==> src/rtl/exc_entry_pkg.sv <==
package exc_entry_pkg;
  // status word bit positions
  localparam int MSR_IE  = 1;
  localparam int MSR_BIP = 3;
  localparam int MSR_EIP = 9;
  localparam int MSR_UM  = 11;
  localparam int MSR_UMS = 12;
  localparam int MSR_VM  = 13;
  localparam int MSR_VMS = 14;
  // syndrome bit positions
  localparam int ESR_ST  = 10;
  localparam int ESR_DS  = 12;
  // link register indices
  localparam logic [4:0] LINK_IRQ = 5'd14;
  localparam logic [4:0] LINK_BRK = 5'd16;
  localparam logic [4:0] LINK_EXC = 5'd17;
  // vector offsets
  localparam int VOFF_IRQ = 'h10;
  localparam int VOFF_BRK = 'h18;
  localparam int VOFF_EXC = 'h20;

  typedef enum logic [2:0] {
    C_NONE, C_MMU, C_HWEXC, C_HWBRK, C_SWBRK, C_IRQ
  } cause_e;

  localparam logic [1:0] ACC_STORE = 2'd1;
  localparam logic [1:0] ACC_FETCH = 2'd2;
endpackage

==> src/rtl/exc_cause_arb.sv <==
module exc_cause_arb
  import exc_entry_pkg::*;
#(
  parameter int XLEN   = 32,
  parameter bit EXC_EN = 1'b1
) (
  input  logic [XLEN-1:0] msr_i,
  input  logic            ds_i,
  input  logic            imm_i,
  input  logic            irq_i,
  input  logic            hwexc_i,
  input  logic            hwbrk_i,
  input  logic            swbrk_i,
  input  logic            mmu_fault_i,
  input  logic            mmu_pend_i,
  output cause_e          cause_o,
  output logic            irq_ok_o,
  output logic            dfault_o
);
  always_comb begin
    irq_ok_o = msr_i[MSR_IE] & ~msr_i[MSR_EIP] & ~msr_i[MSR_BIP] & ~ds_i & ~imm_i;
    dfault_o = 1'b0;
    cause_o  = C_NONE;
    if (mmu_fault_i && mmu_pend_i)  dfault_o = 1'b1;
    else if (mmu_fault_i)           cause_o  = C_MMU;
    else if (hwexc_i && EXC_EN)     cause_o  = C_HWEXC;
    else if (hwbrk_i)               cause_o  = C_HWBRK;
    else if (swbrk_i)               cause_o  = C_SWBRK;
    else if (irq_i && irq_ok_o)     cause_o  = C_IRQ;
  end
endmodule

==> src/rtl/exc_syndrome.sv <==
module exc_syndrome
  import exc_entry_pkg::*;
#(
  parameter int XLEN = 32
) (
  input  cause_e          cause_i,
  input  logic            ds_i,
  input  logic            miss_i,
  input  logic [1:0]      acc_i,
  input  logic [XLEN-1:0] esr_q_i,
  output logic [XLEN-1:0] esr_d_o,
  output logic            esr_en_o
);
  logic [4:0] code;

  always_comb begin
    code     = 5'd16 + (miss_i ? 5'd2 : 5'd0) + ((acc_i == ACC_FETCH) ? 5'd1 : 5'd0);
    esr_d_o  = esr_q_i;
    esr_en_o = 1'b0;
    if (cause_i == C_MMU) begin
      esr_en_o        = 1'b1;
      esr_d_o         = '0;
      esr_d_o[4:0]    = code;
      esr_d_o[ESR_ST] = (acc_i == ACC_STORE);
      esr_d_o[ESR_DS] = ds_i;
    end else if (cause_i == C_HWEXC) begin
      esr_en_o        = 1'b1;
      esr_d_o[ESR_DS] = ds_i;
    end
  end
endmodule

==> src/rtl/exc_target.sv <==
module exc_target
  import exc_entry_pkg::*;
#(
  parameter int              XLEN     = 32,
  parameter logic [XLEN-1:0] VEC_BASE = '0
) (
  input  cause_e          cause_i,
  input  logic [XLEN-1:0] pc_i,
  input  logic [XLEN-1:0] btarget_i,
  input  logic            ds_i,
  input  logic            imm_i,
  input  logic            bimm_i,
  output logic [XLEN-1:0] pc_d_o,
  output logic            link_we_d_o,
  output logic [4:0]      link_idx_d_o,
  output logic [XLEN-1:0] link_d_o
);
  localparam logic [XLEN-1:0] STEP = XLEN'(4);
  logic [XLEN-1:0] rewind;

  always_comb begin
    if (ds_i)       rewind = bimm_i ? (STEP + STEP) : STEP;
    else if (imm_i) rewind = STEP;
    else            rewind = '0;

    pc_d_o       = pc_i;
    link_we_d_o  = 1'b0;
    link_idx_d_o = 5'd0;
    link_d_o     = '0;
    unique case (cause_i)
      C_MMU: begin
        pc_d_o = VEC_BASE + XLEN'(VOFF_EXC);
        link_we_d_o = 1'b1; link_idx_d_o = LINK_EXC; link_d_o = pc_i - rewind;
      end
      C_HWEXC: begin
        pc_d_o = VEC_BASE + XLEN'(VOFF_EXC);
        link_we_d_o = 1'b1; link_idx_d_o = LINK_EXC; link_d_o = pc_i + STEP;
      end
      C_HWBRK: begin
        pc_d_o = VEC_BASE + XLEN'(VOFF_BRK);
        link_we_d_o = 1'b1; link_idx_d_o = LINK_BRK; link_d_o = pc_i;
      end
      C_SWBRK: pc_d_o = btarget_i;
      C_IRQ: begin
        pc_d_o = VEC_BASE + XLEN'(VOFF_IRQ);
        link_we_d_o = 1'b1; link_idx_d_o = LINK_IRQ; link_d_o = pc_i;
      end
      default: ;
    endcase
  end
endmodule

==> src/rtl/exc_entry_ctrl.sv <==
module exc_entry_ctrl
  import exc_entry_pkg::*;
#(
  parameter int              XLEN     = 32,
  parameter logic [XLEN-1:0] VEC_BASE = '0,
  parameter bit              EXC_EN   = 1'b1
) (
  input  logic            clk,
  input  logic            rst_n,
  input  logic [XLEN-1:0] pc_i,
  input  logic [XLEN-1:0] btarget_i,
  input  logic            ds_i,
  input  logic            imm_i,
  input  logic            bimm_i,
  input  logic [XLEN-1:0] msr_i,
  input  logic            irq_i,
  input  logic            hwexc_i,
  input  logic            hwbrk_i,
  input  logic            swbrk_i,
  input  logic            mmu_fault_i,
  input  logic            mmu_miss_i,
  input  logic [1:0]      mmu_acc_i,
  input  logic [XLEN-1:0] mmu_addr_i,
  input  logic            mmu_retire_i,
  output logic            irq_ok_o,
  output logic            commit_o,
  output logic [XLEN-1:0] pc_o,
  output logic            link_we_o,
  output logic [4:0]      link_idx_o,
  output logic [XLEN-1:0] link_o,
  output logic [XLEN-1:0] msr_o,
  output logic            flags_clr_o,
  output logic            resv_clr_o,
  output logic [XLEN-1:0] esr_o,
  output logic [XLEN-1:0] ear_o,
  output logic [XLEN-1:0] btr_o,
  output logic            dfault_o
);
  cause_e          cause;
  logic            take, dfault_now, exc_kind;
  logic            esr_en, ear_en, btr_en;
  logic [XLEN-1:0] esr_d, pc_d, link_d, msr_d;
  logic            link_we_d;
  logic [4:0]      link_idx_d;
  logic            pend_d, dfault_d;

  logic            commit_q, link_we_q, flags_clr_q, resv_clr_q, pend_q, dfault_q;
  logic [XLEN-1:0] pc_q, link_q, msr_q, esr_q, ear_q, btr_q;
  logic [4:0]      link_idx_q;

  exc_cause_arb #(.XLEN(XLEN), .EXC_EN(EXC_EN)) u_arb (
    .msr_i(msr_i), .ds_i(ds_i), .imm_i(imm_i), .irq_i(irq_i),
    .hwexc_i(hwexc_i), .hwbrk_i(hwbrk_i), .swbrk_i(swbrk_i),
    .mmu_fault_i(mmu_fault_i), .mmu_pend_i(pend_q),
    .cause_o(cause), .irq_ok_o(irq_ok_o), .dfault_o(dfault_now)
  );

  exc_syndrome #(.XLEN(XLEN)) u_syn (
    .cause_i(cause), .ds_i(ds_i), .miss_i(mmu_miss_i), .acc_i(mmu_acc_i),
    .esr_q_i(esr_q), .esr_d_o(esr_d), .esr_en_o(esr_en)
  );

  exc_target #(.XLEN(XLEN), .VEC_BASE(VEC_BASE)) u_tgt (
    .cause_i(cause), .pc_i(pc_i), .btarget_i(btarget_i),
    .ds_i(ds_i), .imm_i(imm_i), .bimm_i(bimm_i),
    .pc_d_o(pc_d), .link_we_d_o(link_we_d), .link_idx_d_o(link_idx_d),
    .link_d_o(link_d)
  );

  // next-state logic
  always_comb begin
    take     = (cause != C_NONE);
    exc_kind = (cause == C_MMU) || (cause == C_HWEXC);
    ear_en   = (cause == C_MMU);
    btr_en   = exc_kind && ds_i;

    msr_d          = msr_i;
    msr_d[MSR_UMS] = msr_i[MSR_UM];
    msr_d[MSR_VMS] = msr_i[MSR_VM];
    msr_d[MSR_UM]  = 1'b0;
    msr_d[MSR_VM]  = 1'b0;
    if (cause == C_IRQ)                          msr_d[MSR_IE]  = 1'b0;
    if (exc_kind)                                msr_d[MSR_EIP] = 1'b1;
    if (cause == C_HWBRK || cause == C_SWBRK)    msr_d[MSR_BIP] = 1'b1;

    if (cause == C_MMU)     pend_d = 1'b1;
    else if (mmu_retire_i)  pend_d = 1'b0;
    else                    pend_d = pend_q;
    dfault_d = dfault_q | dfault_now;
  end

  // registers
  always_ff @(posedge clk or negedge rst_n) begin
    if (!rst_n) begin
      commit_q <= 1'b0; link_we_q <= 1'b0; flags_clr_q <= 1'b0; resv_clr_q <= 1'b0;
      pend_q <= 1'b0; dfault_q <= 1'b0;
      pc_q <= '0; link_q <= '0; link_idx_q <= '0; msr_q <= '0;
      esr_q <= '0; ear_q <= '0; btr_q <= '0;
    end else begin
      commit_q    <= take;
      link_we_q   <= link_we_d;
      flags_clr_q <= exc_kind;
      resv_clr_q  <= take;
      pend_q      <= pend_d;
      dfault_q    <= dfault_d;
      if (take) begin
        pc_q       <= pc_d;
        link_q     <= link_d;
        link_idx_q <= link_idx_d;
        msr_q      <= msr_d;
      end
      if (esr_en) esr_q <= esr_d;
      if (ear_en) ear_q <= mmu_addr_i;
      if (btr_en) btr_q <= btarget_i;
    end
  end

  assign commit_o    = commit_q;
  assign pc_o        = pc_q;
  assign link_we_o   = link_we_q;
  assign link_idx_o  = link_idx_q;
  assign link_o      = link_q;
  assign msr_o       = msr_q;
  assign flags_clr_o = flags_clr_q;
  assign resv_clr_o  = resv_clr_q;
  assign esr_o       = esr_q;
  assign ear_o       = ear_q;
  assign btr_o       = btr_q;
  assign dfault_o    = dfault_q;

  assert_irq_gate_R9: assert property (@(posedge clk) disable iff (!rst_n)
    (link_we_o && link_idx_o == LINK_IRQ) |-> $past(irq_ok_o));

  assert_shadow_R5: assert property (@(posedge clk) disable iff (!rst_n)
    commit_o |-> (msr_o[MSR_UMS] == $past(msr_i[MSR_UM]) && msr_o[MSR_VMS] == $past(msr_i[MSR_VM])
                  && !msr_o[MSR_UM] && !msr_o[MSR_VM]));

  assert_exc_vector_R2: assert property (@(posedge clk) disable iff (!rst_n)
    (commit_o && link_we_o && link_idx_o == LINK_EXC) |-> (pc_o == VEC_BASE + XLEN'(VOFF_EXC)));

  assert_exc_eip_R6: assert property (@(posedge clk) disable iff (!rst_n)
    (link_we_o && link_idx_o == LINK_EXC) |-> (msr_o[MSR_EIP] && flags_clr_o));

  assert_dfault_sticky_R12: assert property (@(posedge clk) disable iff (!rst_n)
    dfault_o |=> dfault_o);

  assert_dfault_quiet_R12: assert property (@(posedge clk) disable iff (!rst_n)
    $rose(dfault_o) |-> (!commit_o && $stable(ear_o) && $stable(esr_o)));
endmodule

==> config.mk <==
export PLATFORM = sky130hd
export DESIGN_NAME = exc_entry_ctrl
export DESIGN_NICKNAME = d
export VERILOG_FILES = /design/src/rtl/exc_entry_pkg.sv /design/src/rtl/exc_cause_arb.sv /design/src/rtl/exc_syndrome.sv /design/src/rtl/exc_target.sv /design/src/rtl/exc_entry_ctrl.sv
export SDC_FILE = /design/constraint.sdc
export NUM_CORES = 1
export LEC_CHECK = 0
export BUFFER_PORTS_ARGS = -buffer_cell sky130_fd_sc_hd__buf_2
export CAP_MARGIN = 5
export CELL_PAD_IN_SITES_DETAIL_PLACEMENT = 1
export CELL_PAD_IN_SITES_GLOBAL_PLACEMENT = 2
export CORE_ASPECT_RATIO = 1.1
export CORE_MARGIN = 2
export CORE_UTILIZATION = 34
export CTS_CLUSTER_SIZE = 14
export DETAILED_ROUTE_END_ITERATION = 8
export PLACE_DENSITY = 0.84
export SETUP_SLACK_MARGIN = 0.3
export SLEW_MARGIN = 15
export SYNTH_ARGS = -nofsm -noshare
export SYNTH_HDL_FRONTEND = slang
export SYNTH_HIERARCHICAL = 1
export SYNTH_SLANG_ARGS = --single-unit
==> constraint.sdc <==
create_clock -name clk -period 6.7 [get_ports clk]
set_input_delay 0 -clock clk [delete_from_list [all_inputs] [get_ports clk]]
set_output_delay 0 -clock clk [all_outputs]
set_load 0.05 [all_outputs]
==> results of run 1 <==
==> power groups by stage <==
stage | Sequential, mW | Combinational (mW) | Clock, mW
2_1_floorplan | 2.32 | 0.469 | 0
3_3_place_gp | 1.54 | 1.68 | 0
3_5_place_dp | 1.55 | 1.70 | 0
4_1_cts | 1.53 | 1.75 | 1.08
5_1_grt | 1.57 | 1.85 | 1.13
6_report | 1.54 | 1.77 | 1.06
==> metal layers <==
layer | vias to the layer above | GRT usage
li1 | 4032 | -
met3 | 69 | 0.0557
met1 | 4540 | 0.282
met5 | - | 0
met4 | 0 | 0.113
met2 | 299 | 0.416
==> cells in the mapped netlist (4+ instances only) <==
cell,number
a31oi_1,9
o22ai_1,11
nand4_1,12
nor3_1,25
buf_4,5
or4_1,5
nor4_1,10
mux2i_1,7
buf_1,5
dfrtp_1,200
a21oi_1,32
xnor2_1,6
and2_1,4
mux2_2,182
or3_1,8
nand2b_1,12
mux2_4,10
nand3_1,16
inv_1,19
nand2_1,44
nor2_1,29
clkbuf_1,30
o21ai_0,30
buf_6,5
buf_2,26
nor2b_1,27
a22o_1,30
mux2_1,4
and3_1,8
==> per-stage QoR <==
stage | instances | setup slack [ps] | instance area, sq um | power [mW] | hold slack [ps]
after floorplan | 886 | 2160 | 10200 | 2.79 | -296
after global placement | 1541 | 2330 | 12200 | 3.22 | 130
after detailed placement | 1541 | 2250 | 12200 | 3.25 | 126
after CTS | 1680 | 2160 | 13800 | 4.36 | 3.56
after global routing | 1682 | 1770 | 13800 | 4.55 | 40.6
final | 1682 | 2030 | 13800 | 4.37 | 34.8
==> state kept, by name (all words and copies together) (netlist names) <==
| register | flops |
|---|---|
| pend_q | 1 |
| dfault_o | 1 |
| flags_clr_o | 1 |
| resv_clr_o | 1 |
| pc_o | 32 |
| esr_o | 32 |
| link_o | 32 |
| msr_o | 30 |
| link_idx_o | 5 |
| ear_o | 32 |
| btr_o | 32 |
| link_we_o | 1 |
==> cell type report <==
class	instances	area (sq um)	area share
diodes	2	5.00	0.000362
clock buffers	19	443	0.0320
clock inverters	13	133	0.00959
inverters	20	75.1	0.00543
multi-input cells	595	4830	0.349
flip-flops and latches	200	5000	0.362
well taps	374	468	0.0338
repair buffers	459	2870	0.208
==> critical path, cell delays in order <==
cell	delay, ps
dlygate4sd3_1	550
buf_2	150
nor4b_4	340
a21oi_1	180
o31ai_4	200
buf_4	280
or3b_4	300
nand2_4	220
inv_2	550
ha_1	300
a21oi_1	90
or3_1	410
a221o_1	440
nor3_1	270
a41oi_1	90
a21oi_1	200
o22ai_1	130
mux2_2	280
==> path summary, 6_finish.rpt <==
path	from	endpoint	slack (ps)	depth (start not counted)
worst max-delay path	msr_i[3]	link_o[19]$_DFFE_PN0P_	2030	18
worst min-delay path	pc_i[6]	pc_o[6]$_DFFE_PN0P_	30	3
worst max register to register	pend_q$_DFFE_PN0P_	link_o[19]$_DFFE_PN0P_	2310	15
worst min register to register	dfault_o$_DFF_PN0_	dfault_o$_DFF_PN0_	480	1
max in group asynchronous	rst_n	esr_o[16]$_DFFE_PN0P_	5260	3
min in group asynchronous	rst_n	link_o[24]$_DFFE_PN0P_	160	2
==> kinds of logic (layout without fill, tap and decap cells) <==
group | Yosys count | after routing
and+or+nand+nor | 225 | 225
muxes | 203 | 203
DFF | 200 | 200
AOI/OAI and AO/OA | 154 | 154
buffers and inverters | 91 | 511
xor gates and xnor gates | 8 | 8
adders and majority gates | 3 | 3
other | 1 | 4
==> impl_metrics.toml, run 1 <==
[clock_tree]
insertion_delay_ps = 460
path_clk_slew_ps = 80
cts_setup_buffers = 0
cts_resized = 0
cts_tree = "yes"
cts.path.max_buffers = 2
cts_root_buf = "clkbuf_16"
numCtsBuffers = 17
hold_buffers = 107
cts_max_level = 4
cts_num_sinks = 200

[global_routing]
overflow = 0
antenna_found_initial = 2
grt_pass1_vias = 9776
grt_max_degree = 90
grt_first_pass_wirelength_um = 57600
track_usage = 0.240

[floorplan]
ios = 345
rows = 66
die_area_sq_um = 31400
die_w_um = 169
start_util = 0.346
die_h_um = 186
core-area_sq_um = 29600

[route]
avgViaCountPerCell = 5.32
ant_nets = 0
drt_iter0_drc = 490
highest_layer = "met4"
wirelength_um = 38100
dr_total_vias = 8940
wl_met1_um = 15200
routedWlPerCell_um = 22.7
dr.pass1.iters = 5
route.detailed.drc = 0
wl_met2_um = 19400
met3_length_um = 2050

[power_and_ir_drop]
comb_power_share = 0.404
switching_share = 0.444
pwr-share-seq = 0.353
vdd_drop_max_mv = 0.213
p_switching_mw = 1.94
p_int_mw = 2.43
clkPwrFrac = 0.243
p_leak_nw = 6.55
p_per_area_nw_per_um2 = 316

[final_layout]
nNetsFinal = 1438
layout_common_cells = "buf_2, dfrtp_1, mux2_2"
drive_gt1_frac = 0.460
areaGrowthSynthToFinish_pct = 35.4
fin_util = 0.468
nFillCells = 3266
final_common_cell = "buf_2"

[setup_path]
arrival_ps = 5000
end_kind = "flop"
crit_type = "input pin to flop"
worstPathRequired_ps = 7030
start_kind = "input pin"
crit_fanout = 33

[sta]
fin_setup_tns_ps = 0
grt_setup_unrepaired = "false"
slew_headroom = 0.308
fin_skew_ps = 13.6
drv_slew = 0
timing.final.crit_share = 0.697
fmax_mhz = 214
fin_crit_ps = 4670
final_hold_viol_count = 0
setup_violations = 0
worst_pin_slew_ps = 1040

[yosys]
netlist_area_sq_um = 10200
ys_ff_latch = 200
synth.distinct_cells = 79
async_reset_ff_frac = 1.00
synth_edf_count = 0
synth_flop_cell = "dfrtp_1"
synth_area_leaders = "dfrtp_1, mux2_2, a22o_1"
synth_xor_area_frac = 0.00686
synth_top_family_by_area = "multiplexers"
syn_avg_cell_area_sq_um = 11.5
ys_seq_area_frac = 0.490
synth_top_area_cell = "dfrtp_1"
synth-warning-count = 6
synthCells = 885
synth_compound_area_frac = 0.106
synth.area.mux_share = 0.227
synth_fa_ha_area_frac = 0.00441
synth_top_cell_area_share = 0.490
synthSimpleGateAreaFrac = 0.124

[hold_path]
hp-class = "input pin to flop"

[run]
max-cap-violations = 0

[placed_design]
io_buffer_count = 340
gp_congestion = 0.832
hpwl_um = 24700

[run_status]
status = "finished, final reports clean"
Note: power is estimated with default switching activity, not from simulation.
==> inputs of run 2 (changes only) <==
ABC_AREA = 1   (was not set)
CORE_UTILIZATION = 28   (was 34)
PLACE_DENSITY = 0.78   (was 0.84)
clock period = 4.65 ns   (was 6.7 ns; I/O delays follow)
==> run 2 against run 1 <==
  * Sequential share of layout area is 2.7 points lower
  * Final cell count is 45% higher
  * Wire length up 23%
  * First-iteration DRC count grew 23%
  * Via count is 30% higher
  * Clock-buffer cell count increased by 2
  * Final area is 8.0% higher
  * Die area rose by 31%
  * Clock skew fell by 4.7 ps
  * Largest cell class is now multi-input combinational cells
==> impl_metrics.toml, run 2 <==
[sta]
grt_setup_unrepaired = "false"
fin_hold_ws_ps = 81.4
setup_slack_ps = 1130
final_hold_viol_count = 0
fin_setup_tns_ps = 0
timing.final.crit_share = 0.757
fin_skew_ps = 8.92
worst_pin_slew_ps = 994
fin_crit_ps = 3520
setup_violations = 0
slew_headroom = 0.337
drv_slew = 0
fmax_mhz = 284

[clock_tree]
insertion_delay_ps = 460
numCtsBuffers = 17
cts.path.max_buffers = 2
cts_root_buf = "clkbuf_16"
path_clk_slew_ps = 70
cts_max_level = 4
cts_tree = "yes"
cts_num_sinks = 200

[global_routing]
overflow = 0
track_usage = 0.226
grt_first_pass_wirelength_um = 72000
antenna_found_initial = 1
grt_max_degree = 111
grt_pass1_vias = 12266

[hold_path]
hold_path_depth = 5
hp-class = "input pin to flop"
whs_endpoint = "pc_o[3]$_DFFE_PN0P_"
worstHoldStart = "pc_i[3]"

[yosys]
synth_top_cell_area_share = 0.450
synth.distinct_cells = 46
synth_area_leaders = "dfrtp_1, nand2_1, nand3_1"
synth-warning-count = 6
async_reset_ff_frac = 1.00
synth_edf_count = 0
netlist_area_sq_um = 11100
synth.most_common_cell = "nand2_1"
synth_common_cells = "nand2_1, nand3_1, dfrtp_1, inv_1, o21ai_0"
synthCells = 1502
ys_ff_latch = 200
synth_top_area_cell = "dfrtp_1"
ys_seq_area_frac = 0.450
synth_flop_cell = "dfrtp_1"
syn_avg_cell_area_sq_um = 7.41

[setup_path]
start_kind = "input pin"
crit_fanout = 54
arrival_ps = 3870
r2r_end = "link_o[28]$_DFFE_PN0P_"
end_kind = "flop"
rr_startpoint = "pend_q$_DFFE_PN0P_"
worstRegToRegCells = 20
r2r_slack_ps = 1160
worstPathRequired_ps = 5000
crit_type = "input pin to flop"

[placed_design]
place_ws_ps = 1160
dp_cells = 2283
io_buffer_count = 340
gp_congestion = 0.892
hpwl_um = 33700

[final_layout]
drive_gt1_frac = 0.249
nFillCells = 4948
areaGrowthSynthToFinish_pct = 34.2
layout_common_cells = "nand2_1, buf_2, nand3_1"
final_common_cell = "nand2_1"
multi_input_area_sq_um = 5010
nNetsFinal = 2059
fin_util = 0.381
seqCellArea_sq_um = 5000
instances_no_fill = 2434

[run_status]
status = "finished, final reports clean"

[power_and_ir_drop]
p_per_area_nw_per_um2 = 426
pwr-share-seq = 0.345
clkPwrFrac = 0.242
switching_share = 0.453
p_switching_mw = 2.89
p_leak_nw = 8.41
comb_power_share = 0.413
p_int_mw = 3.48
vdd_drop_max_mv = 0.300

[route]
dr.pass1.iters = 5
drt_iter0_drc = 604
dr_total_vias = 11634
wirelength_um = 46900
ant_nets = 0
avgViaCountPerCell = 4.78
route.detailed.drc = 0
routedWlPerCell_um = 19.3

[floorplan]
ios = 345
rows = 76
die_area_sq_um = 41300
die_h_um = 213
start_util = 0.284
die_w_um = 194
core-area_sq_um = 39200

[run]
max-cap-violations = 0
-- run 2: cells by family after synthesis --
| group | Yosys count | share of synthesized area |
|---|---|---|
| compound gates | 136 | 0.0727 |
| xor+xnor | 5 | 0.00394 |
| fa+ha+maj | 3 | 0.00405 |
| buf+inv | 262 | 0.102 |
| flops | 200 | 0.450 |
| mux | 32 | 0.0324 |
| other cells | 1 | 0.000337 |
| simple gates | 863 | 0.335 |
-- run 2: power by group through the flow --
stage / clock network [mW] / logic, mW / registers (mW)
3_3_place_gp: 0 / 2.54 / 2.22
5_1_grt: 1.65 / 2.81 / 2.24
3_5_place_dp: 0 / 2.56 / 2.23
4_1_cts: 1.60 / 2.65 / 2.20
6_report: 1.54 / 2.63 / 2.20
2_1_floorplan: 0 / 0.761 / 3.26
-- run 2: area by class of cell --
type	instances	area share
multi-input combinational	1041	0.336
sequential	200	0.335
timing repair buffer	474	0.202
inverter	180	0.0454
tap	507	0.0425
clock buffer	21	0.0315
clock inverter	10	0.00787
antenna	1	0.000168
-- run 2: what timing repair did --
item                      in CTS  in global routing
hold buffers                 119                  0
hold endpoints to repair     255                  0
resized for setup              0                  0
buffers inserted               0                  0
-- run 2: worst max path at each step --
stage                                   from                      to  slack [ps]  cells past startpoint
final                               msr_i[9]  link_o[28]$_DFFE_PN0P_        1130                     26
after global routing                msr_i[9]  link_o[26]$_DFFE_PN0P_         850                     24
after CTS                 pend_q$_DFFE_PN0P_  link_o[28]$_DFFE_PN0P_        1160                     20
after detailed placement  pend_q$_DFFE_PN0P_  link_o[28]$_DFFE_PN0P_        1160                     20
after global placement    pend_q$_DFFE_PN0P_  link_o[28]$_DFFE_PN0P_        1180                     20
after floorplan           pend_q$_DFFE_PN0P_  link_o[20]$_DFFE_PN0P_        1770                     22
-- run 2: worst max-delay path: stages --
cell and delay (ps):
dlygate4sd3_1 550, buf_2 130, inv_1 60, nand2_2 50, nor2_2 90, nand3_1 80, a21oi_1 130, buf_4 180
inv_1 100, nand3_4 320, nand2_8 340, fa_1 500, inv_1 90, nand3_2 110, nor2_1 110, nand2_1 60
nand2_1 160, nand2_1 80, nand2_1 170, nand2_1 150, nand2_1 90, nand2_1 50, nand3_1 70, nand2_1 70
nand2_1 70, nand2_1 60
-- run 2: per-stage QoR --
step	cell area [sq um]	total power, mW
floorplan	11100	4.02
global placement	13100	4.75
detailed placement	13100	4.79
CTS	14900	6.44
global route	14900	6.70
finish	14900	6.37
-- run 2: per-layer routing --
metal / GRT usage / vias up / wire length, um
li1: - / 5568 / -
met1: 0.284 / 5664 / 20200
met2: 0.387 / 325 / 23000
met3: 0.0376 / 75 / 2000
met4: 0.0935 / 2 / 1700
met5: 0 / - / 13
==> inputs of run 3 (changes only) <==
ABC_AREA = 0   (was 1)
CORE_UTILIZATION = 29   (was 28)
PLACE_DENSITY = 0.76   (was 0.78)
clock period = 3.2 ns   (was 4.65 ns; I/O delays follow)
==> run 3 against run 2 <==
  * The flow now finishes with violations (negative setup slack)
  * Global-route usage is 1.5 points lower
  * Via count decreased by 22%
  * Wire length is 17% lower
  * Non-clock buffer count grew 46
  * Hold slack worse by 58 ps
  * Final cell count fell by 26%
  * Flip-flop and latch count unchanged
  * Critical path depth down 11
  * Final area is 0.18% lower
  * Clock skew increased by 7.5 ps
  * Critical path type is now flop to flop
  * Critical endpoint is now link_o[23]$_DFFE_PN0P_
  * Largest cell class unchanged
==> impl_metrics.toml, run 3 (synthesized netlist as in run 1, its figures left out) <==
[power_and_ir_drop]
p_leak_nw = 7.05
vdd_drop_max_mv = 0.398
p_per_area_nw_per_um2 = 633

[sta]
worst_pin_slew_ps = 957
grt_setup_unrepaired = "true"
timing.final.crit_share = 1.04
drv_slew = 0
setup_violations = 17
fin_skew_ps = 16.5
fin_crit_ps = 3330
fmax_mhz = 300
setup_slack_ps = -133
slew_headroom = 0.356
final_hold_viol_count = 0

[global_routing]
grt_pass1_vias = 10137
track_usage = 0.211
grt_first_pass_wirelength_um = 60100
overflow = 0
grt_max_degree = 80
antenna_found_initial = 4

[route]
drt_iter0_drc = 436
wirelength_um = 38800
dr_total_vias = 9118
ant_nets = 0
route.detailed.drc = 0
avgViaCountPerCell = 5.03
dr.pass1.iters = 4
routedWlPerCell_um = 21.4

[setup_path]
end_kind = "flop"
crit_type = "flop to flop"
crit_fanout = 6
rr_startpoint = "pend_q$_DFFE_PN0P_"
r2r_slack_ps = -130
worstPathRequired_ps = 3540
arrival_ps = 3670
r2r_end = "link_o[23]$_DFFE_PN0P_"
worstRegToRegCells = 15
start_kind = "flop"

[floorplan]
core-area_sq_um = 35000
ios = 345
die_area_sq_um = 36700
die_h_um = 201
rows = 72
start_util = 0.292
die_w_um = 183

[final_layout]
nNetsFinal = 1499
layout_common_cells = "buf_2, dfrtp_1, mux2_2"
nFillCells = 3905
final_common_cell = "buf_2"
fin_area_sq_um = 14900
instances_no_fill = 1813
drive_gt1_frac = 0.516
areaGrowthSynthToFinish_pct = 46.0

[clock_tree]
numCtsBuffers = 17
path_clk_slew_ps = 80
cts.path.max_buffers = 2
cts_tree = "yes"
cts_num_sinks = 200
cts_max_level = 4
cts_root_buf = "clkbuf_16"
insertion_delay_ps = 450

[placed_design]
dp_cells = 1649
hpwl_um = 26900
dpl-instance-area_sq_um = 12700
io_buffer_count = 340
gp_congestion = 0.816

[run_status]
status = "finished with violations"
violations = "negative setup slack"

[hold_path]
whs_endpoint = "pc_o[7]$_DFFE_PN0P_"
hold_path_depth = 3
hp-class = "input pin to flop"
worstHoldStart = "pc_i[7]"

[run]
max-cap-violations = 0
-- run 3: cell types whose count changed in the layout (fill, tap and decap cells not counted), sizes merged, moves of 24 or more --
| cell | delta |
|---|---|
| a22o | +30 |
| buf | +57 |
| inv | -152 |
| mux2 | +164 |
| nand2 | -525 |
| nand3 | -192 |
| nor2 | -41 |
| nor2b | +27 |
| nor3 | +24 |
| o21ai | -53 |
-- run 3: through the flow --
step | total power [mW] | utilization | setup TNS (ps) | setup WS (ps) | hold slack (ps)
3_3_place_gp | 6.86 | 0.362 | -164 | -84.1 | 35.9
2_1_floorplan | 5.87 | - | -2440 | -309 | -296
4_1_cts | 9.47 | 0.419 | -318 | -76.2 | 3.02
5_1_grt | 9.86 | 0.427 | -3890 | -287 | 32.7
3_5_place_dp | 6.93 | 0.362 | -558 | -126 | 39.6
6_report | 9.43 | 0.427 | -1180 | -133 | 23.7
-- run 3: worst max-delay path, cell delays in order, from the launching register on --
cell and delay [ps]:
dfrtp_1 370, nand2b_4 140, o31ai_4 70, or3b_4 420, buf_12 140, nand2_4 60, inv_4 40, ha_4 280
a21oi_4 60, or3_4 340, a221o_2 450, o31a_1 280, nand4_1 100, o311a_1 160, nand2_1 50, mux2_4 250
-- run 3: final cells by class --
| class | instances | area, sq um | area share |
|---|---|---|---|
| timing repair buffer | 520 | 3430 | 0.230 |
| inverter | 20 | 77.6 | 0.00520 |
| sequential | 200 | 5000 | 0.336 |
| tap | 444 | 556 | 0.0373 |
| clock inverter | 14 | 179 | 0.0120 |
| multi-input combinational | 595 | 5210 | 0.350 |
| clock buffer | 18 | 439 | 0.0295 |
| antenna | 2 | 5.00 | 0.000336 |
-- run 3: how the worst max path moves through the flow --
stage / from / endpoint / slack (ps) / cells past startpoint
floorplan: pend_q$_DFFE_PN0P_ / link_o[24]$_DFFE_PN0P_ / -310 / 17
global placement: irq_i / link_o[24]$_DFFE_PN0P_ / -80 / 16
detailed placement: irq_i / link_o[24]$_DFFE_PN0P_ / -130 / 16
CTS: pend_q$_DFFE_PN0P_ / link_o[30]$_DFFE_PN0P_ / -80 / 14
global route: pend_q$_DFFE_PN0P_ / link_o[28]$_DFFE_PN0P_ / -290 / 16
finish: pend_q$_DFFE_PN0P_ / link_o[23]$_DFFE_PN0P_ / -130 / 15
-- run 3: power by group --
part	leakage, nW	internal [mW]	switching, mW
Combinational	4.26	1.19	2.69
Clock	0.308	1.21	1.11
Sequential	2.48	2.98	0.248
Total	7.05	5.39	4.05
-- run 3: repair_timing --
action	4_1_cts	5_1_grt
endpoints found under the hold margin	190	0
gates resized for setup	44	39
setup buffers	11	11
hold buffers	108	0
pin swaps	23	26
setup endpoints to repair	20	28
-- run 3: per-layer routing --
layer,part of all wire,GRT usage,vias up
met4,0.019,0.0677,4
met3,0.047,0.0417,41
met1,0.42,0.258,4652
met2,0.51,0.373,267
li1,-,-,4154
met5,0.00062,0,-
